`config.mk`:
```
export PLATFORM = sky130hd
export DESIGN_NAME = pred_issue_gate
export DESIGN_NICKNAME = d
export VERILOG_FILES = /design/src/rtl/pig_pkg.sv /design/src/rtl/pig_cmp_unit.sv /design/src/rtl/pig_slot_gate.sv /design/src/rtl/pig_pred_file.sv /design/src/rtl/pred_issue_gate.sv
export SDC_FILE = /design/constraint.sdc
export NUM_CORES = 1
export LEC_CHECK = 0
export CORE_AREA = 2 2 121 64
export CTS_CLUSTER_SIZE = 20
export DETAILED_ROUTE_END_ITERATION = 8
export DIE_AREA = 0 0 123 66
export GPL_TIMING_DRIVEN = 0
export PLACE_DENSITY = 0.83
export SLEW_MARGIN = 20
export SYNTH_ARGS = -nofsm -noshare
export SYNTH_HDL_FRONTEND = slang
export SYNTH_SLANG_ARGS = --single-unit
```
`constraint.sdc`:
```
create_clock -name clk -period 4.6 [get_ports clk]
set_input_delay 0.92 -clock clk [delete_from_list [all_inputs] [get_ports clk]]
set_output_delay 0.92 -clock clk [all_outputs]
set_load 0.01 [all_outputs]
```
`src/rtl/pig_pkg.sv`:
```
`timescale 1ns/1ps
package pig_pkg;
  // Compare codes: the test applied to a signed operand.
  typedef enum logic [1:0] {
    CMP_LTZ = 2'd0,
    CMP_GEZ = 2'd1,
    CMP_EQZ = 2'd2,
    CMP_NEZ = 2'd3
  } cmp_op_e;

  localparam int CMP_OP_W = 2;

  // Width-independent compare evaluation from the sign and zero flags.
  function automatic logic cmp_eval(input cmp_op_e op, input logic neg, input logic zero);
    logic r;
    case (op)
      CMP_LTZ: r = neg;
      CMP_GEZ: r = ~neg;
      CMP_EQZ: r = zero;
      default: r = ~zero;
    endcase
    return r;
  endfunction
endpackage

```
`src/rtl/pig_cmp_unit.sv`:
```
`timescale 1ns/1ps
module pig_cmp_unit
  import pig_pkg::*;
#(
  parameter int DW = 32
) (
  input  logic [CMP_OP_W-1:0] op,
  input  logic [DW-1:0]       opnd,
  output logic                result,
  output logic                is_neg,
  output logic                is_zero
);
  // Sign and zero flags brought out as named wires.
  assign is_neg  = opnd[DW-1];
  assign is_zero = ~|opnd;
  assign result  = cmp_eval(cmp_op_e'(op), is_neg, is_zero);
endmodule

```
`src/rtl/pig_slot_gate.sv`:
```
`timescale 1ns/1ps
module pig_slot_gate (
  input  logic clk,
  input  logic rst,
  input  logic valid,
  input  logic wreq,
  input  logic cmp_req,
  input  logic gval,
  output logic issued,
  output logic commit,
  output logic wr_en,
  output logic cmp_wr
);
  // A squashed slot still issues, so pipeline timing does not change.
  assign issued = valid;
  assign commit = valid & gval;
  assign wr_en  = wreq & commit;
  assign cmp_wr = cmp_req & commit;

  // no gated write without a commit
  a_r2_wr_within_commit: assert property (@(posedge clk) disable iff (rst)
    wr_en |-> (commit && valid && gval));

  // a clear guard squashes the slot but keeps it issued
  a_r3_squash_issued: assert property (@(posedge clk) disable iff (rst)
    (valid && !gval) |-> (issued && !commit && !wr_en));

  // an uncommitted compare never requests a predicate write
  a_r7_squash_no_cmp_wr: assert property (@(posedge clk) disable iff (rst)
    (!valid || !gval) |-> !cmp_wr);
endmodule

```
`src/rtl/pig_pred_file.sv`:
```
`timescale 1ns/1ps
module pig_pred_file #(
  parameter int NPRED = 32,
  parameter int NSLOT = 2
) (
  input  logic                              clk,
  input  logic                              rst,
  input  logic [NSLOT-1:0]                  wr_vld,
  input  logic [NSLOT-1:0][$clog2(NPRED)-1:0] wr_dst,
  input  logic [NSLOT-1:0]                  wr_val,
  input  logic [NSLOT-1:0][$clog2(NPRED)-1:0] rd_idx,
  output logic [NSLOT-1:0]                  rd_val
);
  localparam int PIW = $clog2(NPRED);

  logic [NPRED-1:0]            file_q;
  logic [NPRED-1:0]            eff;
  logic [NSLOT-1:0]            wb_vld;
  logic [NSLOT-1:0][PIW-1:0]   wb_dst;
  logic [NSLOT-1:0]            wb_val;
  logic [NSLOT-1:0]            byp_hit;
  logic                        rst_d;

  // Pending writebacks applied in slot order, so the higher slot wins.
  // Reading eff is the bypass.
  always_comb begin
    eff = file_q;
    for (int s = 0; s < NSLOT; s++) begin
      if (wb_vld[s] && (wb_dst[s] != '0)) eff[wb_dst[s]] = wb_val[s];
    end
    eff[0] = 1'b1;
  end

  for (genvar s = 0; s < NSLOT; s++) begin : g_rd
    assign rd_val[s] = eff[rd_idx[s]];
    always_comb begin
      byp_hit[s] = 1'b0;
      for (int w = 0; w < NSLOT; w++) begin
        if (wb_vld[w] && (wb_dst[w] == rd_idx[s]) && (wb_dst[w] != '0)) byp_hit[s] = 1'b1;
      end
    end
  end

  always_ff @(posedge clk) begin
    rst_d <= rst;
    if (rst) begin
      file_q <= NPRED'(1);
      wb_vld <= '0;
      wb_dst <= '0;
      wb_val <= '0;
    end else begin
      file_q <= eff;
      wb_vld <= wr_vld;
      wb_dst <= wr_dst;
      wb_val <= wr_val;
    end
  end

  // first cycle out of reset shows only predicate 0 set
  always_ff @(posedge clk) begin
    if (rst_d && !rst) begin
      a_r1_reset_state: assert (file_q == NPRED'(1));
    end
  end

  // predicate 0 never leaves one
  a_r9_p0_pinned: assert property (@(posedge clk) disable iff (rst)
    file_q[0] && eff[0]);

  // a bypassed read agrees with the value the file takes next cycle
  a_r6_bypass_lands: assert property (@(posedge clk) disable iff (rst)
    byp_hit[0] |=> (file_q[$past(rd_idx[0])] == $past(rd_val[0])));

  // the highest slot's writeback is what lands
  a_r8_top_slot_lands: assert property (@(posedge clk) disable iff (rst)
    (wb_vld[NSLOT-1] && (wb_dst[NSLOT-1] != '0))
      |=> (file_q[$past(wb_dst[NSLOT-1])] == $past(wb_val[NSLOT-1])));

  // slot 0 lands when no other slot targets the same bit
  a_r10_slot0_lands: assert property (@(posedge clk) disable iff (rst)
    (wb_vld[0] && (wb_dst[0] != '0) && !(wb_vld[NSLOT-1] && (wb_dst[NSLOT-1] == wb_dst[0])))
      |=> (file_q[$past(wb_dst[0])] == $past(wb_val[0])));
endmodule

```
`src/rtl/pred_issue_gate.sv`:
```
`timescale 1ns/1ps
module pred_issue_gate
  import pig_pkg::*;
#(
  parameter int NSLOT = 2,
  parameter int NPRED = 32,
  parameter int DW    = 32
) (
  input  logic                              clk,
  input  logic                              rst,
  input  logic [NSLOT-1:0]                  op_valid,
  input  logic [NSLOT-1:0]                  op_wreq,
  input  logic [NSLOT*$clog2(NPRED)-1:0]    op_pidx,
  input  logic [NSLOT-1:0]                  cmp_en,
  input  logic [NSLOT*CMP_OP_W-1:0]         cmp_op,
  input  logic [NSLOT*$clog2(NPRED)-1:0]    cmp_dst,
  input  logic [NSLOT*DW-1:0]               cmp_opnd,
  output logic [NSLOT-1:0]                  slot_issued,
  output logic [NSLOT-1:0]                  slot_commit,
  output logic [NSLOT-1:0]                  slot_wr_en,
  output logic [NSLOT-1:0]                  guard_val
);
  localparam int PIW = $clog2(NPRED);

  logic [NSLOT-1:0]          cmp_res;
  logic [NSLOT-1:0]          cmp_wr;
  logic [NSLOT-1:0]          opnd_neg;
  logic [NSLOT-1:0]          opnd_zero;
  logic [NSLOT-1:0][PIW-1:0] rd_idx;
  logic [NSLOT-1:0][PIW-1:0] wr_dst;

  for (genvar s = 0; s < NSLOT; s++) begin : g_slot
    assign rd_idx[s] = op_pidx[s*PIW +: PIW];
    assign wr_dst[s] = cmp_dst[s*PIW +: PIW];

    pig_cmp_unit #(.DW(DW)) u_cmp (
      .op      (cmp_op[s*CMP_OP_W +: CMP_OP_W]),
      .opnd    (cmp_opnd[s*DW +: DW]),
      .result  (cmp_res[s]),
      .is_neg  (opnd_neg[s]),
      .is_zero (opnd_zero[s])
    );

    pig_slot_gate u_gate (
      .clk     (clk),
      .rst     (rst),
      .valid   (op_valid[s]),
      .wreq    (op_wreq[s]),
      .cmp_req (cmp_en[s]),
      .gval    (guard_val[s]),
      .issued  (slot_issued[s]),
      .commit  (slot_commit[s]),
      .wr_en   (slot_wr_en[s]),
      .cmp_wr  (cmp_wr[s])
    );

    // a zero operand is never flagged negative
    a_r4_flags_disjoint: assert property (@(posedge clk) disable iff (rst)
      opnd_zero[s] |-> !opnd_neg[s]);
  end

  pig_pred_file #(.NPRED(NPRED), .NSLOT(NSLOT)) u_pfile (
    .clk    (clk),
    .rst    (rst),
    .wr_vld (cmp_wr),
    .wr_dst (wr_dst),
    .wr_val (cmp_res),
    .rd_idx (rd_idx),
    .rd_val (guard_val)
  );
endmodule

```
# After elaboration in Yosys (flattened, before gate mapping)
# Index checks and enable logic that the tools add are counted.
# totals
wordCells	50
out_inout_bits	8
register_bits	46
inputBits	96
# op_classes
n_bitwise	8
n_mux	14
eq_ne	4
reduce_logical	12
magnitude_cmp	6
# ops
cell	count
32-bit bitwise mux	2
32-bit 2-to-1 mux	2
32-bit OR reduction	2
5-bit by 6-bit < comparator with 1-bit output (second input constant)	4
1-bit binary-select mux with 5-bit select	2
1-bit demux with 5-bit select	2
5-bit by 1-bit >= comparator with 1-bit output (second input constant)	2
5-bit nonzero test	2
1-bit bitwise AND	6
1-bit case mux with 3 select lines	2
2-bit by 1-bit equality test with 1-bit output (second input constant)	2
2-bit equality test (second input constant)	2
1-bit logical AND	4
2-bit logical NOT	2
1-bit 2-to-1 mux	4
1-bit logical NOT	2
1-bit NOT	2

# Depth between registers and ports, before layout
# logic_depth
ltp_word	12
depth_mapped	10
depth_no_buf	7

# Modules after synthesis
# Synthesis repeated with hierarchy kept, for this count alone.
# hier_totals
hier_cells	390
hier_area_um2	3295.7
# modules_own_cells
module	seq_area_each_um2	area_per_inst_um2	n_inst	cells_per_inst
pig_pred_file	900.9	3012.9	1	350
pig_cmp_unit	0.0	115.1	2	16
pig_slot_gate	0.0	26.3	2	4

# Least setup slack after synthesis
# No wires, ideal clock.
# synth_path
path_type	input to output
startpoint	input port op_pidx[6]
endpoint	output port slot_wr_en[1]
t_arrival_ps	2362
setup_slack_ps	1318
cell_stages	9
required_time_ps	3680
n_path_buf	3
path_cell_list	clkbuf_1 clkbuf_1 o21ai_0 a21oi_1 o211ai_1 o311ai_2 o2111ai_1 a21boi_1 buf_4
# synth_via
elab_chain_cells	4
# synth_rtl
element	line	text
from (decl)	pred_issue_gate.sv:13	input logic [NSLOT*$clog2(NPRED)-1:0] op_pidx,
1-bit binary-select mux with 5-bit select	pig_pred_file.sv:35	assign rd_val[s] = eff[rd_idx[s]];
1-bit 2-to-1 mux (implied by the code)	pig_pred_file.sv:35	
1-bit bitwise AND	pig_slot_gate.sv:16	assign commit = valid & gval;
1-bit bitwise AND	pig_slot_gate.sv:17	assign wr_en = wreq & commit;
to (decl)	pred_issue_gate.sv:20	output logic [NSLOT-1:0] slot_wr_en,
# No other way between the ends. The select of a mux whose other input is x is not followed.

# Final worst setup path
# layout_path
startpoint	input port op_pidx[5]
endpoint	output port slot_wr_en[1]
# Same word-level chain as after synthesis.

==> reports/results.ini <==
[detailed_routing]
routed-via-count = 4209
detail_route.drc_violations = 0
routed_via_density = 6.63
detail-route-antenna-nets = 0
wire_per_inst_um = 21.8
finalWirelength_mm = 13.8
detailedRoute.firstIterationViolations = 753
drt-pass1-iter-count = 9

[die]
dieHeight_um = 66
dieWidth_um = 123
core_um2 = 7100
design.die.area_um2 = 8120
num_io_pins = 104
initial_utilization_pct = 48.9
rows = 22

[yosys]
synth-seq-cells = 45
synthesized_area_fraction_occupied_by_xor_and_xnor_cells_pct = 0.505
yosys.area.top_type = sky130_fd_sc_hd__dfxtp_1
synth-seq-area-share_pct = 26.0
netlist.area_leader.share_pct = 26.0
synth.avg_cell_area_um2 = 8.07
synth_top_family_by_area = compound AO/OA/AOI/OAI gates
post_synth_fa_ha_maj_area_fraction_pct = 0
synthesis.instances = 430
synth_nets = 526
synth_flop_cell = sky130_fd_sc_hd__dfxtp_1
ys_types = 61
synth_commonest_cells = sky130_fd_sc_hd__dfxtp_1, sky130_fd_sc_hd__a22oi_1, sky130_fd_sc_hd__o21ai_0, sky130_fd_sc_hd__nand2_1, sky130_fd_sc_hd__nor2b_1
synth_edf_count = 0
synth_simple_gate_area_share_pct = 31.7
synth_compound_area_share_pct = 33.3
asyncSetResetFlopFracSynth_pct = 0
synth.cell_area_um2 = 3470
ys_warn_count = 0
synth.most_common_cell = sky130_fd_sc_hd__dfxtp_1
ys_top_cells_by_area = sky130_fd_sc_hd__dfxtp_1, sky130_fd_sc_hd__a22oi_1, sky130_fd_sc_hd__nor2b_1, sky130_fd_sc_hd__o21ai_0, sky130_fd_sc_hd__buf_4
synthMuxAreaShare_pct = 0.577

[job]
timing.max_cap.violations = 0

[finish]
diodes = 0
layout.nets = 634
final_layout_size_suffix_gt1_share_pct = 11.9
area_growth_pct = 38.3
stdcell_area_um2 = 4800
stdcell_count = 635

[cts]
tritoncts = yes
post_cts_hold_buffer_count = 0
cts-root-buf = sky130_fd_sc_hd__clkbuf_16
cts_buffer_depth = 2
clk_transition_reported_paths_ps = 60
clk-insertion-delay-late_ps = 290
clock_sinks = 45
cts_buffers = 5
cts_post_setup_buffers_inserted = 0
htree_num_levels = 2

[critical_path]
crit_slowest_cell = sky130_fd_sc_hd__clkdlybuf4s50_1
crit_top_cell = sky130_fd_sc_hd__clkdlybuf4s50_1
crit_path_end_kind = primary output
worst_path_bufs_invs = 4
critical_path.max_stage_delay_ps = 520
worst-endpoint-required_ps = 3680
cp_cell_sequence = clkdlybuf4s50_1 -> clkbuf_2 -> nand2_1 -> o221ai_1 -> o21ai_0 -> o2111ai_1 -> a21boi_1 -> buf_4 -> clkdlybuf4s50_1
path_class = in -> out
arrival_ps = 3590
worst-path-max-fanout = 10
cp-start-kind = input pin
critical-path-top-delay-family = buffers and inverters

[outcome]
status = finished, final reports clean

[power]
power.ir.vdd_worst_v = 0.000136
power-per-cell-area_nw_per_um2 = 222
power_leakage_uw = 0.00179
design_power_total_uw = 1070

[global_routing]
grt_pass1_wl_mm = 20.9
grt_start_max_net_pins = 14
grt_util_all_layers_pct = 34.6
antenna_found_initial = 0
first_global_vias = 3967
grt-ovfl-total = 0

[timing]
unrepaired_setup_endpoints_after_global_routing = false
worst-slew-pin-transition_ps = 788
final.period_utilization_pct = 98.0
postLayoutSetupSlackWorst_ps = 94.0
finClkSkew_ps = 4.04
clock.fmax_mhz = 222
maxSlewHeadroom_pct = 47.3
report.final.setup_viol = 0
final.min_clock_period_ps = 4510
finalHoldViolCount = 0
hold_slack_ps = 547
final-max-slew-violation-count = 0

[place]
standard_cell_area_after_detailed_placement_um2 = 4610
place_congestion = 1.04
place_ws_ps = -244
dpl.cell_count = 628
detail_placement_hpwl_mm = 10.6
buffer_ports.inserted = 102

[worst_hold_path]
min-delay-path-class = reg -> reg

-- metal layers --
layer	track usage, %	share of wire (%)	vias up
met5	0	0	-
met4	6.82	1.8	0
met2	49.9	40	339
met1	47.9	42	1938
li1	-	-	1889
met3	14.4	16	43
-- cell type report --
class                           instances  area [um2]
Sequential cell                        45         901
Buffer                                 43         248
Multi-Input combinational cell        333        2310
Tap cell                               96         120
Clock inverter                          1        30.0
Fill cell                             619        2300
Inverter                                8        30.0
Clock buffer                            7         143
Timing Repair Buffer                  102        1020
-- power by group --
part | internal (uW) | switching, uW | leakage (uW)
clock | 272 | 159 | 0.0000841
combinational | 124 | 108 | 0.00134
sequential | 397 | 6.14 | 0.000366
total | 792 | 273 | 0.00179
-- worst reg2reg max path: cells and delay by family (launching register included) --
kind	cells	cell delay, ps
AND/OR/NAND/NOR	2	1020
AO/OA/AOI/OAI	5	1160
buffers and inverters	1	190
flip-flops	1	290
-- cell families after synthesis --
family / after synthesis
buffers and inverters: 52
xor gates and xnor gates: 2
and+or+nand+nor: 167
DFF: 45
AOI/OAI and AO/OA: 162
muxes: 2
-- timing repair --
action	in CTS	in global routing
setup endpoints to repair	5	5
gates cloned	0	0
resized for setup	3	8
-- cells in the final DEF, fill, tap and decap left out, drive strengths merged, types with 5 or more instances in the layout --
cell and n:
a21oi 10, nor2b 28, a211oi 8, a22o 5, nor2 23, nand2b 8
nand4 5, clkdlybuf4s50 101, and3 5, a22oi 44, nor3b 6, nand2 28
a31oi 6, and3b 7, buf 32, inv 8, clkbuf 18, o21ai 44
nand3 5, nor3 8, a221oi 12, nor4 14, dfxtp 45
-- final timing paths --
| path | to | depth (start not counted) | startpoint | slack, ps |
|---|---|---|---|---|
| worst max-delay path | slot_wr_en[1] | 9 | op_pidx[5] | 90 |
| worst min-delay path | u_pfile.file_q[21] | 2 | u_pfile.file_q[21] | 550 |
| worst max register to register | u_pfile.wb_vld[1] | 8 | u_pfile.wb_val[1] | 1830 |
| worst min register to register | u_pfile.file_q[21] | 2 | u_pfile.file_q[21] | 550 |
-- state kept, by name, indices dropped and copies added (netlist names) --
signal and cells:
u_pfile.file_q 31, u_pfile.wb_dst 10, u_pfile.wb_vld 2, u_pfile.wb_val 2
-- stage by stage --
stage | TNS, ps | utilization [%]
2_1_floorplan | 0 | -
3_3_place_gp | -630 | 64.9
3_5_place_dp | -622 | 64.9
4_1_cts | 0 | 67.4
5_1_grt | 0 | 67.6
6_report | 0 | 67.6
Power figures use the tool's default switching activity.
